## src/rtl/prd_pkg.sv

```systemverilog
package prd_pkg;
  localparam logic [7:0] CFG_EN_OFS   = 8'h04;
  localparam logic [7:0] CFG_BASE_OFS = 8'h10;
  localparam int         CFG_EN_BIT   = 1;
endpackage

```

## src/rtl/prd_splitter.sv

```systemverilog
module prd_splitter #(
  parameter int ADDR_W = 16,
  parameter int DATA_W = 32
) (
  input  logic              clk_i,
  input  logic              rst_ni,
  input  logic              req_i,
  input  logic              we_i,
  input  logic [1:0]        size_i,
  input  logic [ADDR_W-1:0] addr_i,
  input  logic [DATA_W-1:0] wdata_i,
  input  logic [7:0]        bdata_i,
  output logic              busy_o,
  output logic              done_o,
  output logic [DATA_W-1:0] rdata_o,
  output logic              b_vld_o,
  output logic              b_we_o,
  output logic [ADDR_W-1:0] b_addr_o,
  output logic [7:0]        b_wdata_o
);
  localparam int NB = DATA_W / 8;
  localparam int IW = $clog2(NB);

  logic              busy_q, done_q, we_q;
  logic [IW-1:0]     idx_q, last_q, last_d;
  logic [ADDR_W-1:0] addr_q;
  logic [DATA_W-1:0] wdata_q, rdata_q;
  logic              accept;

  assign accept = req_i && !busy_q;

  always_comb begin
    case (size_i)
      2'd0:    last_d = '0;
      2'd1:    last_d = IW'(1);
      default: last_d = IW'(NB - 1);
    endcase
  end

  always_ff @(posedge clk_i or negedge rst_ni) begin
    if (!rst_ni) begin
      busy_q  <= 1'b0;
      done_q  <= 1'b0;
      we_q    <= 1'b0;
      idx_q   <= '0;
      last_q  <= '0;
      addr_q  <= '0;
      wdata_q <= '0;
      rdata_q <= '0;
    end else begin
      done_q <= 1'b0;
      if (accept) begin
        busy_q  <= 1'b1;
        we_q    <= we_i;
        idx_q   <= '0;
        last_q  <= last_d;
        addr_q  <= addr_i;
        wdata_q <= wdata_i;
        rdata_q <= '0;
      end else if (busy_q) begin
        if (!we_q) rdata_q[{idx_q, 3'b000} +: 8] <= bdata_i;
        if (idx_q == last_q) begin
          busy_q <= 1'b0;
          done_q <= 1'b1;
        end else begin
          idx_q <= idx_q + 1'b1;
        end
      end
    end
  end

  assign busy_o    = busy_q;
  assign done_o    = done_q;
  assign rdata_o   = rdata_q;
  assign b_vld_o   = busy_q;
  assign b_we_o    = we_q;
  assign b_addr_o  = addr_q + ADDR_W'(idx_q);
  assign b_wdata_o = wdata_q[{idx_q, 3'b000} +: 8];

  // completion only ends a busy period
  p_done_after_busy_r8: assert property (@(posedge clk_i) disable iff (!rst_ni)
    done_o |-> $past(busy_o));
  // a request during busy does not disturb the captured access
  p_hold_while_busy_r9: assert property (@(posedge clk_i) disable iff (!rst_ni)
    (busy_o && req_i) |=> ($stable(addr_q) && $stable(wdata_q)));
endmodule

```

## src/rtl/prd_cfg.sv

```systemverilog
module prd_cfg #(
  parameter int BASE_W = 32
) (
  input  logic              clk_i,
  input  logic              rst_ni,
  input  logic              sel_i,
  input  logic              we_i,
  input  logic [7:0]        ofs_i,
  input  logic [7:0]        wdata_i,
  output logic [7:0]        rdata_o,
  output logic              win_en_o,
  output logic [BASE_W-1:0] win_base_o
);
  import prd_pkg::*;
  localparam int NL = BASE_W / 8;

  logic       en_q;
  logic [7:0] lane_rd [NL];

  always_ff @(posedge clk_i or negedge rst_ni) begin
    if (!rst_ni)                                en_q <= 1'b0;
    else if (sel_i && we_i && ofs_i == CFG_EN_OFS) en_q <= wdata_i[CFG_EN_BIT];
  end

  for (genvar l = 0; l < NL; l++) begin : g_lane
    localparam logic [7:0] LOFS = CFG_BASE_OFS + 8'(l);
    logic [7:0] lane_q;
    always_ff @(posedge clk_i or negedge rst_ni) begin
      if (!rst_ni)                            lane_q <= '0;
      else if (sel_i && we_i && ofs_i == LOFS) lane_q <= wdata_i;
    end
    assign win_base_o[8*l +: 8] = lane_q;
    assign lane_rd[l] = (ofs_i == LOFS) ? lane_q : 8'h00;
  end

  always_comb begin
    rdata_o = '0;
    if (ofs_i == CFG_EN_OFS) rdata_o[CFG_EN_BIT] = en_q;
    for (int l = 0; l < NL; l++) rdata_o = rdata_o | lane_rd[l];
  end

  assign win_en_o = en_q;

  // enable follows bit 1 of the written byte
  p_en_write_r3: assert property (@(posedge clk_i) disable iff (!rst_ni)
    (sel_i && we_i && ofs_i == CFG_EN_OFS) |=> (win_en_o == $past(wdata_i[CFG_EN_BIT])));
endmodule

```

## src/rtl/prd_router.sv

```systemverilog
module prd_router #(
  parameter int ADDR_W = 16,
  parameter int BASE_W = 32
) (
  input  logic              clk_i,
  input  logic              rst_ni,
  input  logic              b_vld_i,
  input  logic [ADDR_W-1:0] b_addr_i,
  input  logic              win_en_i,
  input  logic [BASE_W-1:0] win_base_i,
  input  logic [7:0]        scb_rdata_i,
  input  logic [7:0]        cfg_rdata_i,
  input  logic [7:0]        nand_rdata_i,
  output logic              scb_req_o,
  output logic              cfg_sel_o,
  output logic              nand_req_o,
  output logic [7:0]        bdata_o
);
  localparam int PW = ADDR_W - 8;

  logic [PW-1:0]     page;
  logic [BASE_W-1:0] page_base;
  logic              win_hit;

  assign page = b_addr_i[ADDR_W-1:8];

  always_comb begin
    page_base = '0;
    page_base[ADDR_W-1:8] = page;
  end

  assign win_hit    = win_en_i && (page_base == win_base_i);
  assign scb_req_o  = b_vld_i && (page == PW'(0));
  assign cfg_sel_o  = b_vld_i && (page == PW'(1));
  assign nand_req_o = b_vld_i && (page > PW'(1)) && win_hit;

  always_comb begin
    if (scb_req_o)       bdata_o = scb_rdata_i;
    else if (cfg_sel_o)  bdata_o = cfg_rdata_i;
    else if (nand_req_o) bdata_o = nand_rdata_i;
    else                 bdata_o = 8'h00;
  end

  // at most one target per byte
  p_one_target_r2: assert property (@(posedge clk_i) disable iff (!rst_ni)
    $onehot0({scb_req_o, cfg_sel_o, nand_req_o}));
  // window strobe only while enabled
  p_nand_enabled_r5: assert property (@(posedge clk_i) disable iff (!rst_ni)
    nand_req_o |-> win_en_i);
  // low pages never reach the window
  p_low_page_prio_r10: assert property (@(posedge clk_i) disable iff (!rst_ni)
    nand_req_o |-> (b_addr_i[ADDR_W-1:8] > PW'(1)));
endmodule

```

## src/rtl/paged_reg_decoder.sv

```systemverilog
module paged_reg_decoder #(
  parameter int ADDR_W = 16,
  parameter int DATA_W = 32,
  parameter int BASE_W = 32
) (
  input  logic              clk_i,
  input  logic              rst_ni,
  input  logic              req_i,
  input  logic              we_i,
  input  logic [1:0]        size_i,
  input  logic [ADDR_W-1:0] addr_i,
  input  logic [DATA_W-1:0] wdata_i,
  output logic              busy_o,
  output logic              done_o,
  output logic [DATA_W-1:0] rdata_o,
  output logic              scb_req_o,
  output logic              nand_req_o,
  output logic              dn_we_o,
  output logic [7:0]        dn_ofs_o,
  output logic [7:0]        dn_wdata_o,
  input  logic [7:0]        scb_rdata_i,
  input  logic [7:0]        nand_rdata_i
);
  logic              b_vld, b_we, cfg_sel, win_en;
  logic [ADDR_W-1:0] b_addr;
  logic [7:0]        b_wdata, bdata, cfg_rdata;
  logic [BASE_W-1:0] win_base;

  prd_splitter #(.ADDR_W(ADDR_W), .DATA_W(DATA_W)) u_split (
    .clk_i, .rst_ni, .req_i, .we_i, .size_i, .addr_i, .wdata_i,
    .bdata_i(bdata), .busy_o, .done_o, .rdata_o,
    .b_vld_o(b_vld), .b_we_o(b_we), .b_addr_o(b_addr), .b_wdata_o(b_wdata)
  );

  prd_router #(.ADDR_W(ADDR_W), .BASE_W(BASE_W)) u_route (
    .clk_i, .rst_ni, .b_vld_i(b_vld), .b_addr_i(b_addr),
    .win_en_i(win_en), .win_base_i(win_base),
    .scb_rdata_i, .cfg_rdata_i(cfg_rdata), .nand_rdata_i,
    .scb_req_o, .cfg_sel_o(cfg_sel), .nand_req_o, .bdata_o(bdata)
  );

  prd_cfg #(.BASE_W(BASE_W)) u_cfg (
    .clk_i, .rst_ni, .sel_i(cfg_sel), .we_i(b_we), .ofs_i(b_addr[7:0]),
    .wdata_i(b_wdata), .rdata_o(cfg_rdata), .win_en_o(win_en), .win_base_o(win_base)
  );

  assign dn_we_o    = b_we;
  assign dn_ofs_o   = b_addr[7:0];
  assign dn_wdata_o = b_wdata;
endmodule

```

## config.mk

```make
export PLATFORM = sky130hd
export DESIGN_NAME = paged_reg_decoder
export DESIGN_NICKNAME = d
export VERILOG_FILES = /design/src/rtl/prd_pkg.sv /design/src/rtl/prd_splitter.sv /design/src/rtl/prd_cfg.sv /design/src/rtl/prd_router.sv /design/src/rtl/paged_reg_decoder.sv
export SDC_FILE = /design/constraint.sdc
export NUM_CORES = 1
export LEC_CHECK = 0
export BUFFER_PORTS_ARGS = -buffer_cell sky130_fd_sc_hd__buf_4
export CAP_MARGIN = 20
export CORE_ASPECT_RATIO = 0.9
export CORE_MARGIN = 1
export CORE_UTILIZATION = 35
export CTS_CLUSTER_DIAMETER = 100
export DETAILED_ROUTE_END_ITERATION = 10
export HOLD_SLACK_MARGIN = 0.03
export SYNTH_ARGS = -nofsm -noshare
export SYNTH_HDL_FRONTEND = slang
export SYNTH_SLANG_ARGS = --single-unit
```

## constraint.sdc

```tcl
create_clock -name clk_i -period 5.48 [get_ports clk_i]
set_input_delay 0.548 -clock clk_i [delete_from_list [all_inputs] [get_ports clk_i]]
set_output_delay 0.548 -clock clk_i [all_outputs]
set_load 0.02 [all_outputs]
```

==> impl_results.md <==
- Root buffer cell: clkbuf_16
- Most frequent cells in the layout: buf_4, dfrtp_1, mux2_2
- Routed vias: around 4600
- Syn_area_per_cell: around 13 sq um
- Clk pin slew, worst setup/hold paths: around 0.06 ns
- CTS-repair resized insts: 0
- Vias in the first global route: 4694
- # IOs: roughly 120
- Latest clock arrival within the worst-skew pair: between 0.4 and 0.5 ns
- Post-synth EDFFs: 0
- Fin. Hold Viols: 0
- Yosys Warn Count: 0
- Syn Nets: 578
- Data arrival time of the critical path: ~4.1 ns
- CTS Buf Count: 17
- Pwr dens: roughly 520 mW/mm^2
- #FFs+latches synth: 120
- Final setup TNS: 0 ns
- Antenna-violating nets left: 0
- Leak: ~3.6 nW
- TritonRoute pass-1 iters: 4
- Tcrit/Tclk final: a little over four fifths
- H-tree levels: 4
- Initial antenna violation count: 0
- Final GP Congestion: 0.827
- CTS tree: yes
- Nets: 685
- Worst min-delay path class: primary input to asynchronous set/reset pin
- Syn Std Cell Area: around 0.0064 sq mm
- Synth async-reset ratio: 100%
- Antenna Cells: 0
- Status: finished clean
- Skew final: about 0.011 ns
- TritonCTS Sinks: between 100 and 150
- Largest net degree at the start of global routing: 71
- P&R area growth vs syn: 25.9%
- CP Class: register to output port
- Die height: 130 microns
- Tmin final: between 4 and 5 ns
- Max cap viols: 0
- Startpoint Class: register
- Starting Density: a little over a third
- FMAX: ~0.22 GHz
- Placement row count: between 40 and 50
- Count of cell types in the netlist: 65
- Final setup viols: 0
- Max_slew headroom: between 20% and 30%
- Grt ovf: 0
- Core area: approximately 0.018 sq mm
- Gr usage total: about 18%
- Port bufs: 122
- Crit path max fanout: 15
- Sequential fraction of the synthesis area: a little under half
- Drt initial violations: about 210
- Unrepaired setup endpoints after global routing: no
- Die area: 0.0188 sq mm
- Mapped Cells: about 500
- DR WL/cell: around 19 microns
- Worst IR Drop VDD: approximately 0.3 mV
- Dpl hpwl: approximately 12000 microns
- Detailed Route WL: around 16000 microns
- Slew @ Worst Pin: 1.11 ns
- Power Total: 0.00420 W
- Post-CTS Setup Bufs: 0
- CP Capture Type: output port
- Slew Limit Fails: 0
- Drt via density: between 5 and 6
- Required time worst endpoint: 4.93 ns
- Layout fillers: ~1700
- Most used flip-flop cell after synthesis: dfrtp_1
- Worst-case clock buffer depth: 2
- Most common cell after layout, fill and taps aside: buf_4
- Die Width: roughly 140 microns
- Hold_buf cts: 0
- First-pass GRT wire length: about 26000 microns
- DR DRC count: 0
- Share of layout cells above drive strength 1: a little under half
==> cell type report <==
class / instances / area [sq um] / share of cell area (%)
clock inverters: 14 / 165 / 2.05
multi-input cells: 337 / 3180 / 39.5
flip-flops and latches: 120 / 3000 / 37.3
clock buffers: 18 / 429 / 5.33
inverters: 6 / 22.5 / 0.280
repair buffers: 126 / 946 / 11.8
well taps: 240 / 300 / 3.73
==> synthesized netlist by cell type (2+ instances only) <==
| cell | count | area share (%) |
|---|---|---|
| and4_1 | 9 | 1.2 |
| nand3_4 | 2 | 0.55 |
| a22oi_1 | 2 | 0.23 |
| a21oi_1 | 7 | 0.55 |
| inv_1 | 6 | 0.35 |
| nand2_1 | 30 | 1.8 |
| a31o_2 | 4 | 0.55 |
| ha_1 | 6 | 1.2 |
| or3_1 | 4 | 0.39 |
| a31oi_1 | 4 | 0.39 |
| xor2_1 | 3 | 0.41 |
| nand4_1 | 11 | 1.1 |
| buf_2 | 9 | 0.70 |
| and3_1 | 6 | 0.59 |
| xnor2_1 | 14 | 1.9 |
| nor3_1 | 4 | 0.31 |
| mux2i_1 | 2 | 0.31 |
| and3b_1 | 2 | 0.27 |
| nand4b_4 | 2 | 0.74 |
| nor3b_1 | 4 | 0.47 |
| mux2_4 | 16 | 3.8 |
| o31ai_4 | 4 | 1.3 |
| clkbuf_1 | 15 | 0.88 |
| buf_1 | 10 | 0.59 |
| a41oi_1 | 2 | 0.27 |
| dfrtp_1 | 120 | 47 |
| nor4_1 | 6 | 0.59 |
| nand3_1 | 17 | 1.3 |
| mux4_2 | 16 | 5.6 |
| mux2_2 | 65 | 11 |
| a22o_1 | 26 | 3.6 |
| nor2_1 | 11 | 0.65 |
| nor2b_1 | 5 | 0.49 |
| o21ai_0 | 16 | 1.3 |
| buf_6 | 3 | 0.53 |
| o31ai_1 | 9 | 1.1 |
==> where the power goes <==
group / internal [W] / leakage, nW / switching, W
combinational: 0.000756 / 1.78 / 0.000935
sequential: 0.00109 / 1.56 / 0.000288
clock: 0.000683 / 0.290 / 0.000441
==> worst max-delay path, stage by stage, from the launching register on <==
cell and delay [ns]:
dfrtp_1 0.79, ha_1 0.36, a21oi_1 0.87, nor4_4 0.18, or3_1 0.36, a211oi_1 0.22, buf_4 0.22, and2_2 0.29
and3_1 0.22, buf_4 0.15
==> path summary, 6_finish.rpt <==
kind,from,end,slack [ns],cells past startpoint
hold reg to reg,u_split.rdata_o[6]$_DFFE_PN0P_,u_split.rdata_o[6]$_DFFE_PN0P_,0.48,2
setup / recovery,u_split.idx_q[1]$_DFFE_PN0P_,scb_req_o,0.85,9
min in group clk_i,wdata_i[26],u_split.wdata_q[26]$_DFFE_PN0P_,0.36,2
max in group asynchronous,rst_ni,u_cfg.g_lane[3].lane_q[4]$_DFFE_PN0P_,4.02,2
setup reg to reg,u_split.idx_q[1]$_DFFE_PN0P_,u_cfg.g_lane[3].lane_q[7]$_DFFE_PN0P_,1.24,9
hold / removal,rst_ni,u_split.last_q[0]$_DFFE_PN0P_,0.26,1
==> sequential cells by signal, indices dropped and copies added (netlist names) <==
register	count
u_split.done_o	1
u_split.last_q	2
u_cfg.win_en_o	1
u_split.addr_q	16
u_split.idx_q	2
u_split.b_we_o	1
u_split.b_vld_o	1
u_split.wdata_q	32
u_split.rdata_o	32
u_cfg.g_lane.lane_q	32
==> logic make-up after synthesis <==
kind of cell	count (synthesis)	share of synthesized area, %
AO/OA/AOI/OAI	82	10.9
XOR/XNOR	18	2.68
adder cells (fa/ha/maj)	7	1.49
buffers and inverters	44	3.37
flip-flops	120	47.0
multiplexers	99	21.2
AND/OR/NAND/NOR	131	13.4
==> routing by layer <==
metal  wire, microns  GRT usage (%)  share of wire [%]
met1            7640           25.5                 47
met2            7590           28.1                 46
met3             940           5.69                5.8
met4             166           4.64                1.0
met5               0              0                  0
==> metrics by stage <==
stage / util, % / cell area (sq um) / cells / setup WS, ns / hold slack, ns
global placement: 42.0 / 7450 / 829 / 1.39 / 0.477
CTS: 45.4 / 8050 / 861 / 0.875 / 0.280
detailed placement: 42.0 / 7450 / 829 / 1.30 / 0.476
floorplan: - / 6390 / 501 / 2.06 / 0.252
global route: 45.4 / 8050 / 861 / 0.591 / 0.327
finish: 45.4 / 8050 / 861 / 0.850 / 0.256
Note: power is estimated with default switching activity, not from simulation.
